### src/rtl/dma_level_req_seq.sv
module dma_level_req_seq #(
  parameter int NCH = 4,
  localparam int SZW = 2,
  localparam int CW = (NCH > 1) ? $clog2(NCH) : 1
) (
  input  logic                 clk,
  input  logic                 rst,
  input  logic [NCH-1:0]       dreq_i,
  input  logic [NCH-1:0]       req_pol_i,
  input  logic [NCH*SZW-1:0]   unit_sel_i,
  input  logic                 done_i,
  output logic                 bus_req_o,
  output logic [NCH-1:0]       dack_o,
  output logic [CW-1:0]        chan_o,
  output logic [4:0]           unit_bytes_o
);

  logic           busy;
  logic [CW-1:0]  cur;
  logic [NCH-1:0] act;
  logic           any_act;
  logic [CW-1:0]  win;
  logic           higher;

  assign act     = ~(dreq_i ^ req_pol_i);
  assign any_act = |act;

  always_comb begin
    win = '0;
    for (int i = NCH - 1; i >= 0; i--)
      if (act[i]) win = CW'(i);
  end

  always_comb begin
    higher = 1'b0;
    for (int i = 0; i < NCH; i++)
      if (act[i] && CW'(i) < cur) higher = 1'b1;
  end

  always_ff @(posedge clk) begin
    if (rst) begin
      busy <= 1'b0;
      cur  <= '0;
    end else if (!busy || done_i) begin
      busy <= any_act;
      if (any_act) cur <= win;
    end
  end

  assign bus_req_o = busy;
  assign chan_o    = cur;

  logic [SZW-1:0] code;
  assign code = unit_sel_i[cur*SZW +: SZW];

  always_comb begin
    case (code)
      2'd0:    unit_bytes_o = 5'd1;
      2'd1:    unit_bytes_o = 5'd2;
      2'd2:    unit_bytes_o = 5'd4;
      default: unit_bytes_o = 5'd16;
    endcase
  end

  for (genvar g = 0; g < NCH; g++) begin : g_ack
    assign dack_o[g] = (busy && cur == CW'(g)) ? req_pol_i[g] : ~req_pol_i[g];
  end

  assert_start_R2: assert property (@(posedge clk) disable iff (rst)
    !busy && any_act |=> bus_req_o);

  assert_idle_stays_R10: assert property (@(posedge clk) disable iff (rst)
    !busy && !any_act |=> !bus_req_o);

  assert_hold_R11: assert property (@(posedge clk) disable iff (rst)
    busy && !done_i |=> bus_req_o && $stable(chan_o));

  assert_continue_R5: assert property (@(posedge clk) disable iff (rst)
    busy && done_i && act[cur] && !higher |=> bus_req_o && chan_o == $past(chan_o));

  assert_preempt_R6: assert property (@(posedge clk) disable iff (rst)
    busy && done_i && higher |=> bus_req_o && chan_o < $past(chan_o));

  assert_release_R7: assert property (@(posedge clk) disable iff (rst)
    busy && done_i && !any_act |=> !bus_req_o);

endmodule

### config.mk
export PLATFORM = sky130hd
export DESIGN_NAME = dma_level_req_seq
export DESIGN_NICKNAME = d
export VERILOG_FILES = /design/src/rtl/dma_level_req_seq.sv
export SDC_FILE = /design/constraint.sdc
export NUM_CORES = 1
export LEC_CHECK = 0
export BUFFER_PORTS_ARGS = -buffer_cell sky130_fd_sc_hd__buf_2
export CAP_MARGIN = 20
export CORE_AREA = 2 2 39 41
export DETAILED_ROUTE_END_ITERATION = 16
export DIE_AREA = 0 0 41 43
export PLACE_DENSITY = 0.62
export RECOVER_POWER = 100
export SYNTH_ARGS = -nofsm -noshare
export SYNTH_HDL_FRONTEND = slang
export SYNTH_SLANG_ARGS = --single-unit
### constraint.sdc
create_clock -name clk -period 3.31 [get_ports clk]
set_input_delay 0.662 -clock clk [delete_from_list [all_inputs] [get_ports clk]]
set_output_delay 0.662 -clock clk [all_outputs]
set_load 0.02 [all_outputs]
==> results.tsv, run 1 <==
metric	value	unit
die outline width	41	um
Setup crit end kind	output pin	
clk slew on worst S/H paths	0.04	ns
Area Overhead vs Synth	44.96	%
average wire per standard cell	10.02	um
core region area	1384	um^2
Root Buffer	clkbuf_4	
setup total negative slack	0	ns
crit share post-route	70.53	%
Finished Core Util	36.44	%
FF+latch count, synth	3	
yosys warns	0	
Combinational Power Share	42.7	%
synthesized area	347.8	um^2
Crit-path slowest cell	mux4_2	
post-CTS setup buffer count	0	
drt via density	4.529	
syn nets	57	
Antenna diodes	0	
worst hold-check path type	reg2reg	
initial antenna violation count	0	
Port Buffers	29	
register area share after synthesis	17.27	%
die area	1763	um^2
# DRC	0	
Overflow after GRT	0	
outcome	complete, no violations	
Total Power	193.1	uW
clk_lat worst skew	0.24	ns
commonest non-fill, non-tap cells in the layout	17 x buf_2, 13 x clkbuf_1	
commonest non-fill, non-tap cell in the layout	buf_2	
Synth cell types	23	
Max VDD drop	136.3	uV
top cell type's share of synthesized area	17.27	%
Die Span Y	43	um
critical-path cell list	mux4_2, nor2b_1, clkbuf_1	
final cell count without fillers	85	
worst hold slack	0.5849	ns
Final Hold Vio Count	0	
RSZ-0062 raised after global routing	no	
H-tree level count	1	
GPL Wtd Cong	0.7701	
delay-heaviest family, CP	multiplexers	
CP Launch Type	register	
Post-Syn Instances	38	
Final ANT Viol Nets	0	
Seq pwr share	23.8	%
share of cells above drive strength 1	36.23	%
setup violators final	0	
Routed Wire Length	852	um
Synth area leader	dfxtp_1	
switching share of power	37.85	%
maxcap violations	0	
first-pass GRT wire length	1.193	mm
vias in the first global route	302	
total iterations of the first detailed-routing run	3	
Worst path depth	3	
Vias	385	
clock tree sinks	3	
CP Data Arrival Time	1.67	ns
crit-path max cell delay	0.58	ns
crit path time final	2.335	ns
clock power share	33.5	%
Std-Cell Rows	14	
R2R depth	4	
Max Fclk	428.4	MHz
largest net degree at the start of global routing	9	
clk_skew	0.005212	ns
PostCTS Resize Cnt	0	
Switch Pwr	73.10	uW
synth top area cells	dfxtp_1 17%, xnor2_2 14%, mux4_2 13%, xnor2_1 7.6%, xor2_1 7.6%	
CTS tree	yes	
pins over their slew limit	0	
Final nets	89	
Cell Int Power	120.0	uW
crit path max fanout	8	
placed insts	81	
Iteration-0 DRC Markers	5	
# hold bufs at CTS	0	
Cell Pwr Density	383.0	nW/um^2
LEAKAGE	0.2073	nW
CTS buffer count	3	
hold path depth	2	
GRT Total Usage	10.03	%
CTS max path bufs	2	
IO Count	31	
WS Path Type	reg2out	
Initial Util	25.14	%
Worst Path Buf+Inv	1	
Mapped Avg Cell Area	9.154	um^2
worst endpoint required time	2.65	ns
## cell families after synthesis
kind of cell           Yosys count  share of synthesized area (%)
AND/OR/NAND/NOR                 13                          20.15
XOR/XNOR                         9                          29.14
AO/OA/AOI/OAI                    7                          14.75
flip-flops                       3                          17.27
buffers and inverters            3                          4.675
multiplexers                     2                          12.95
other                            1                          1.078
## layout make-up
| type | instances | area, um^2 |
|---|---|---|
| Tap cell | 16 | 20.02 |
| Sequential cell | 3 | 60.06 |
| Fill cell | 159 | 879.6 |
| Timing Repair Buffer | 29 | 130.1 |
| Multi-Input combinational cell | 32 | 264.0 |
| Clock buffer | 4 | 26.28 |
| Inverter | 1 | 3.754 |
## power groups by stage
stage	Sequential, mW	Clock, mW	Combinational (mW)
6_report	0.0460	0.0647	0.0825
5_1_grt	0.0470	0.0702	0.0915
4_1_cts	0.0463	0.0675	0.0887
3_5_place_dp	0.0469	0	0.0880
3_3_place_gp	0.0464	0	0.0875
2_1_floorplan	0.0468	0	0.0573
## metrics by stage
| stage | setup WS, ns | area [um^2] |
|---|---|---|
| after global placement | 1.086 | 500.5 |
| after floorplan | 1.149 | 347.8 |
| after detailed placement | 1.079 | 500.5 |
| after global routing | 0.8205 | 504.2 |
| after CTS | 0.9725 | 526.8 |
| final | 0.9755 | 504.2 |
## worst paths after layout
kind | from | endpoint | slack (ns)
worst max-delay path | chan_o[0] | unit_bytes_o[2] | 0.98
worst min register to register | chan_o[1] | chan_o[1] | 0.58
worst max register to register | bus_req_o | chan_o[0] | 2.14
worst min-delay path | chan_o[1] | chan_o[1] | 0.58
## state kept, by name (all words and copies together) (netlist names)
signal,cells
bus_req_o,1
chan_o,2
## cells in the mapped netlist, drive strengths merged
| master | number |
|---|---|
| xnor2 | 6 |
| a21oi | 3 |
| dfxtp | 3 |
| xor2 | 3 |
| buf | 2 |
| mux4 | 2 |
| nand2 | 2 |
| nand3 | 2 |
| nor2 | 2 |
| nor2b | 2 |
| a211oi | 1 |
| and2 | 1 |
| conb | 1 |
| inv | 1 |
| nand2b | 1 |
| nor3b | 1 |
| nor4 | 1 |
| o21a | 1 |
| o21ai | 1 |
| o41ai | 1 |
| or3 | 1 |
## worst min-delay path, stage by stage (launching register included)
cell and delay [ns]:
dfxtp_1 0.37, inv_1 0.10, a211oi_1 0.07
## layer usage
metal / part of all wire (%) / vias up / wire [um] / global-route usage (%)
met5: 0 / - / 0 / 0
met1: 43 / 165 / 364 / 11.86
met2: 41 / 27 / 347 / 14.69
met3: 17 / 0 / 141 / 2.094
li1: - / 193 / - / -
met4: 0 / 0 / 0 / 8.000
No activity file was read; power rests on OpenSTA's default activity.
==> run 2, diff against run 1 <==
- clock period: 3.31 -> 2.45 ns (I/O delays scaled with it)
==> results.tsv, run 2 (synthesized netlist as in run 1, its figures left out) <==
metric	value	unit
Max VDD drop	293.8	uV
Setup crit end kind	output pin	
DP HPWL	741.7	um
Worst Path Buf+Inv	1	
total iterations of the first detailed-routing run	3	
# DRC	0	
share of cells above drive strength 1	36.23	%
PostCTS Resize Cnt	0	
Routed Wire Length	907	um
Cell Pwr Density	523.7	nW/um^2
Std-Cell Rows	14	
Overflow after GRT	0	
Fill cells	162	
core region area	1384	um^2
Vias	378	
Area Overhead vs Synth	44.96	%
CTS buffer count	3	
setup total negative slack	0	ns
initial antenna violation count	0	
Total Power	264.1	uW
CTS max path bufs	2	
Die Span Y	43	um
drt via density	4.447	
outcome	complete, no violations	
Port Buffers	29	
average wire per standard cell	10.67	um
clk slew on worst S/H paths	0.04	ns
Max Fclk	462.0	MHz
worst hold-check path type	in2reg	
setup violators final	0	
commonest non-fill, non-tap cells in the layout	17 x buf_2, 13 x clkbuf_1	
H-tree level count	1	
die area	1763	um^2
pins over their slew limit	0	
number of flip-flops in the largest register	2	
# hold bufs at CTS	0	
delay-heaviest family, CP	multiplexers	
maxcap violations	0	
CP Data Arrival Time	1.67	ns
Crit-path slowest cell	mux4_2	
GPL Wtd Cong	0.7440	
clock tree sinks	3	
crit path max fanout	8	
crit share post-route	88.35	%
Final Hold Vio Count	0	
worst endpoint required time	1.96	ns
IO Count	31	
GRT Total Usage	10.56	%
LEAKAGE	0.2073	nW
clk_lat worst skew	0.24	ns
WS Path Type	reg2out	
first-pass GRT wire length	1.248	mm
die outline width	41	um
critical-path cell list	mux4_2, nor2b_1, clkbuf_1	
Iteration-0 DRC Markers	5	
CTS tree	yes	
crit-path max cell delay	0.58	ns
Initial Util	25.14	%
commonest non-fill, non-tap cell in the layout	buf_2	
vias in the first global route	327	
post-CTS setup buffer count	0	
reg-to-reg slack, setup	1.26	ns
Final ANT Viol Nets	0	
clk_skew	0.003062	ns
CP Launch Type	register	
RSZ-0062 raised after global routing	no	
largest net degree at the start of global routing	9	
Antenna diodes	0	
Final nets	89	
Root Buffer	clkbuf_4	
crit path time final	2.165	ns
run 2: cell counts in the layout (fill, tap and decap cells not counted):
Identical to the previous run, type by type.
run 2: worst paths after layout:
kind / start / end / cells past startpoint
worst max-delay path: chan_o[0] / unit_bytes_o[2] / 3
worst max register to register: bus_req_o / chan_o[0] / 4
worst min register to register: chan_o[0] / chan_o[0] / 2
worst min-delay path: rst / chan_o[0] / 2
run 2: area by class of cell:
| class | instances | area, um^2 | share of cell area (%) |
|---|---|---|---|
| multi-input combinational | 32 | 264.0 | 52.36 |
| timing repair buffer | 29 | 130.1 | 25.81 |
| sequential | 3 | 60.06 | 11.91 |
| clock buffer | 4 | 26.28 | 5.211 |
| tap | 16 | 20.02 | 3.970 |
| inverter | 1 | 3.754 | 0.7444 |
run 2: worst register-to-register path: cells and delay by family (launching register included):
kind               cells  cell delay, ns
DFF                    1            0.35
and+or+nand+nor        2            0.51
AOI/OAI and AO/OA      2            0.26
run 2: power by group:
part | internal [mW] | total (mW) | switching [mW]
Clock | 0.0612 | 0.0892 | 0.0280
Combinational | 0.0479 | 0.113 | 0.0652
Sequential | 0.0533 | 0.0618 | 0.00852
Total | 0.162 | 0.264 | 0.102
run 2: per-stage QoR:
| step | cell area, um^2 | hold WS [ns] | cells | utilization (%) | setup WS, ns |
|---|---|---|---|---|---|
| floorplan | 347.8 | 0.5591 | 38 | - | 0.4615 |
| global placement | 500.5 | 0.5792 | 81 | 36.17 | 0.5628 |
| detailed placement | 500.5 | 0.5903 | 81 | 36.17 | 0.5599 |
| CTS | 526.8 | 0.4372 | 85 | 38.07 | 0.3051 |
| global route | 504.2 | 0.4451 | 85 | 36.44 | 0.1180 |
| finish | 504.2 | 0.4420 | 85 | 36.44 | 0.2854 |
run 2: layer usage:
| layer | track usage [%] | share of wire (%) | up-vias |
|---|---|---|---|
| li1 | - | - | 193 |
| met1 | 12.30 | 42 | 155 |
| met5 | 0 | 0 | - |
| met3 | 7.330 | 19 | 0 |
| met4 | 2.000 | 0 | 0 |
| met2 | 15.63 | 39 | 30 |
==> run 3, diff against run 2 <==
- CTS_BUF_LIST: default -> sky130_fd_sc_hd__clkbuf_8
==> results.tsv, run 3 (synthesized netlist as in run 1, its figures left out) <==
metric	value	unit
outcome	complete, no violations	
Total Power	314.1	uW
worst reg2reg endpoint	chan_o[0]	
# DRC	0	
Fill cells	160	
Max VDD drop	387.3	uV
hold path depth	2	
CP Data Arrival Time	1.65	ns
CP Launch Type	register	
commonest non-fill, non-tap cell in the layout	buf_2	
Std-Cell Rows	14	
placed insts	81	
R2R depth	4	
Combinational Power Share	36.0	%
die outline width	41	um
Final nets	89	
crit path time final	2.141	ns
Max Fclk	467.0	MHz
Setup crit end kind	output pin	
worst hold-check path type	in2reg	
worst endpoint required time	1.96	ns
Iteration-0 DRC Markers	6	
CTS tree	yes	
LEAKAGE	0.2192	nW
Final Hold Vio Count	0	
clk slew on worst S/H paths	0.03	ns
crit share post-route	87.40	%
post-place setup slack	0.5599	ns
clock tree sinks	3	
GPL Wtd Cong	0.7440	
DP HPWL	741.7	um
Vias	380	
Port Buffers	29	
IO Count	31	
Overflow after GRT	0	
hold_sp	rst	
crit path max fanout	8	
CTS buffer count	3	
reg-to-reg slack, setup	1.26	ns
clock power share	44.3	%
H-tree level count	1	
largest net degree at the start of global routing	9	
Cell Int Power	207.9	uW
clk_skew	0.003027	ns
Antenna diodes	0	
number of flip-flops in the largest register	2	
first-pass GRT wire length	1.248	mm
share of cells above drive strength 1	36.23	%
Final ANT Viol Nets	0	
commonest non-fill, non-tap cells in the layout	17 x buf_2, 12 x clkbuf_1	
Cell Pwr Density	600.5	nW/um^2
switching share of power	33.81	%
vias in the first global route	327	
setup total negative slack	0	ns
pins over their slew limit	0	
total iterations of the first detailed-routing run	3	
Initial Util	25.14	%
die area	1763	um^2
CTS max path bufs	2	
WS Path Type	reg2out	
# hold bufs at CTS	0	
drt via density	4.471	
worst hold slack	0.4652	ns
final cell count without fillers	85	
Crit Reg-Reg Startpoint	bus_req_o	
Root Buffer	clkbuf_8	
PostCTS Resize Cnt	0	
core region area	1384	um^2
RSZ-0062 raised after global routing	no	
Switch Pwr	106.2	uW
setup violators final	0	
initial antenna violation count	0	
average wire per standard cell	10.68	um
clk_lat worst skew	0.22	ns
WHS Endpoint	chan_o[0]	
Seq pwr share	19.7	%
maxcap violations	0	
Area Overhead vs Synth	50.36	%
Die Span Y	43	um
Routed Wire Length	908	um
PnR worst setup slack	0.3088	ns
Reg area	60.06	um^2
GRT Total Usage	10.56	%
post-CTS setup buffer count	0	
area of the multi-input gates	264.0	um^2
[run 3: cell count changes in the layout (fill, tap and decap cells not counted), sizes merged]
cell,before,now
inv,1,2
clkbuf,16,15
[run 3: worst max path at each step]
stage	startpoint	to	cells after the start
final	chan_o[0]	unit_bytes_o[2]	3
after global routing	chan_o[0]	unit_bytes_o[1]	3
after CTS	chan_o[0]	unit_bytes_o[4]	3
after detailed placement	unit_sel_i[6]	unit_bytes_o[4]	4
after global placement	chan_o[0]	unit_bytes_o[4]	3
after floorplan	chan_o[0]	unit_bytes_o[1]	3
[run 3: layout make-up]
class	instances	share of cell area (%)
clock buffer	3	7.895
multi-input combinational	32	50.48
clock inverter	1	0.7177
sequential	3	11.48
tap	16	3.828
timing repair buffer	29	24.88
inverter	1	0.7177
[run 3: critical path, stage by stage (launching register included)]
cell and delay [ns]:
dfxtp_1 0.49, mux4_2 0.58, nor2b_1 0.12, clkbuf_1 0.24
[run 3: through the flow]
stage	instance area, um^2	utilization [%]
6_report	523.0	37.79
5_1_grt	523.0	37.79
4_1_cts	545.5	39.42
3_5_place_dp	500.5	36.17
3_3_place_gp	500.5	36.17
2_1_floorplan	347.8	-
[run 3: metal layers]
layer	global-route usage (%)	share of wire (%)	wire length, um
met5	0	0	0
met4	2.000	0	0
met3	7.330	19	173
met2	15.63	39	352
met1	12.30	42	383
[run 3: power groups by stage]
stage | clock network, mW | registers, mW | logic (mW)
3_3_place_gp | 0 | 0.0627 | 0.118
6_report | 0.139 | 0.0620 | 0.113
4_1_cts | 0.144 | 0.0623 | 0.121
3_5_place_dp | 0 | 0.0629 | 0.120
2_1_floorplan | 0 | 0.0632 | 0.0775
5_1_grt | 0.151 | 0.0638 | 0.124
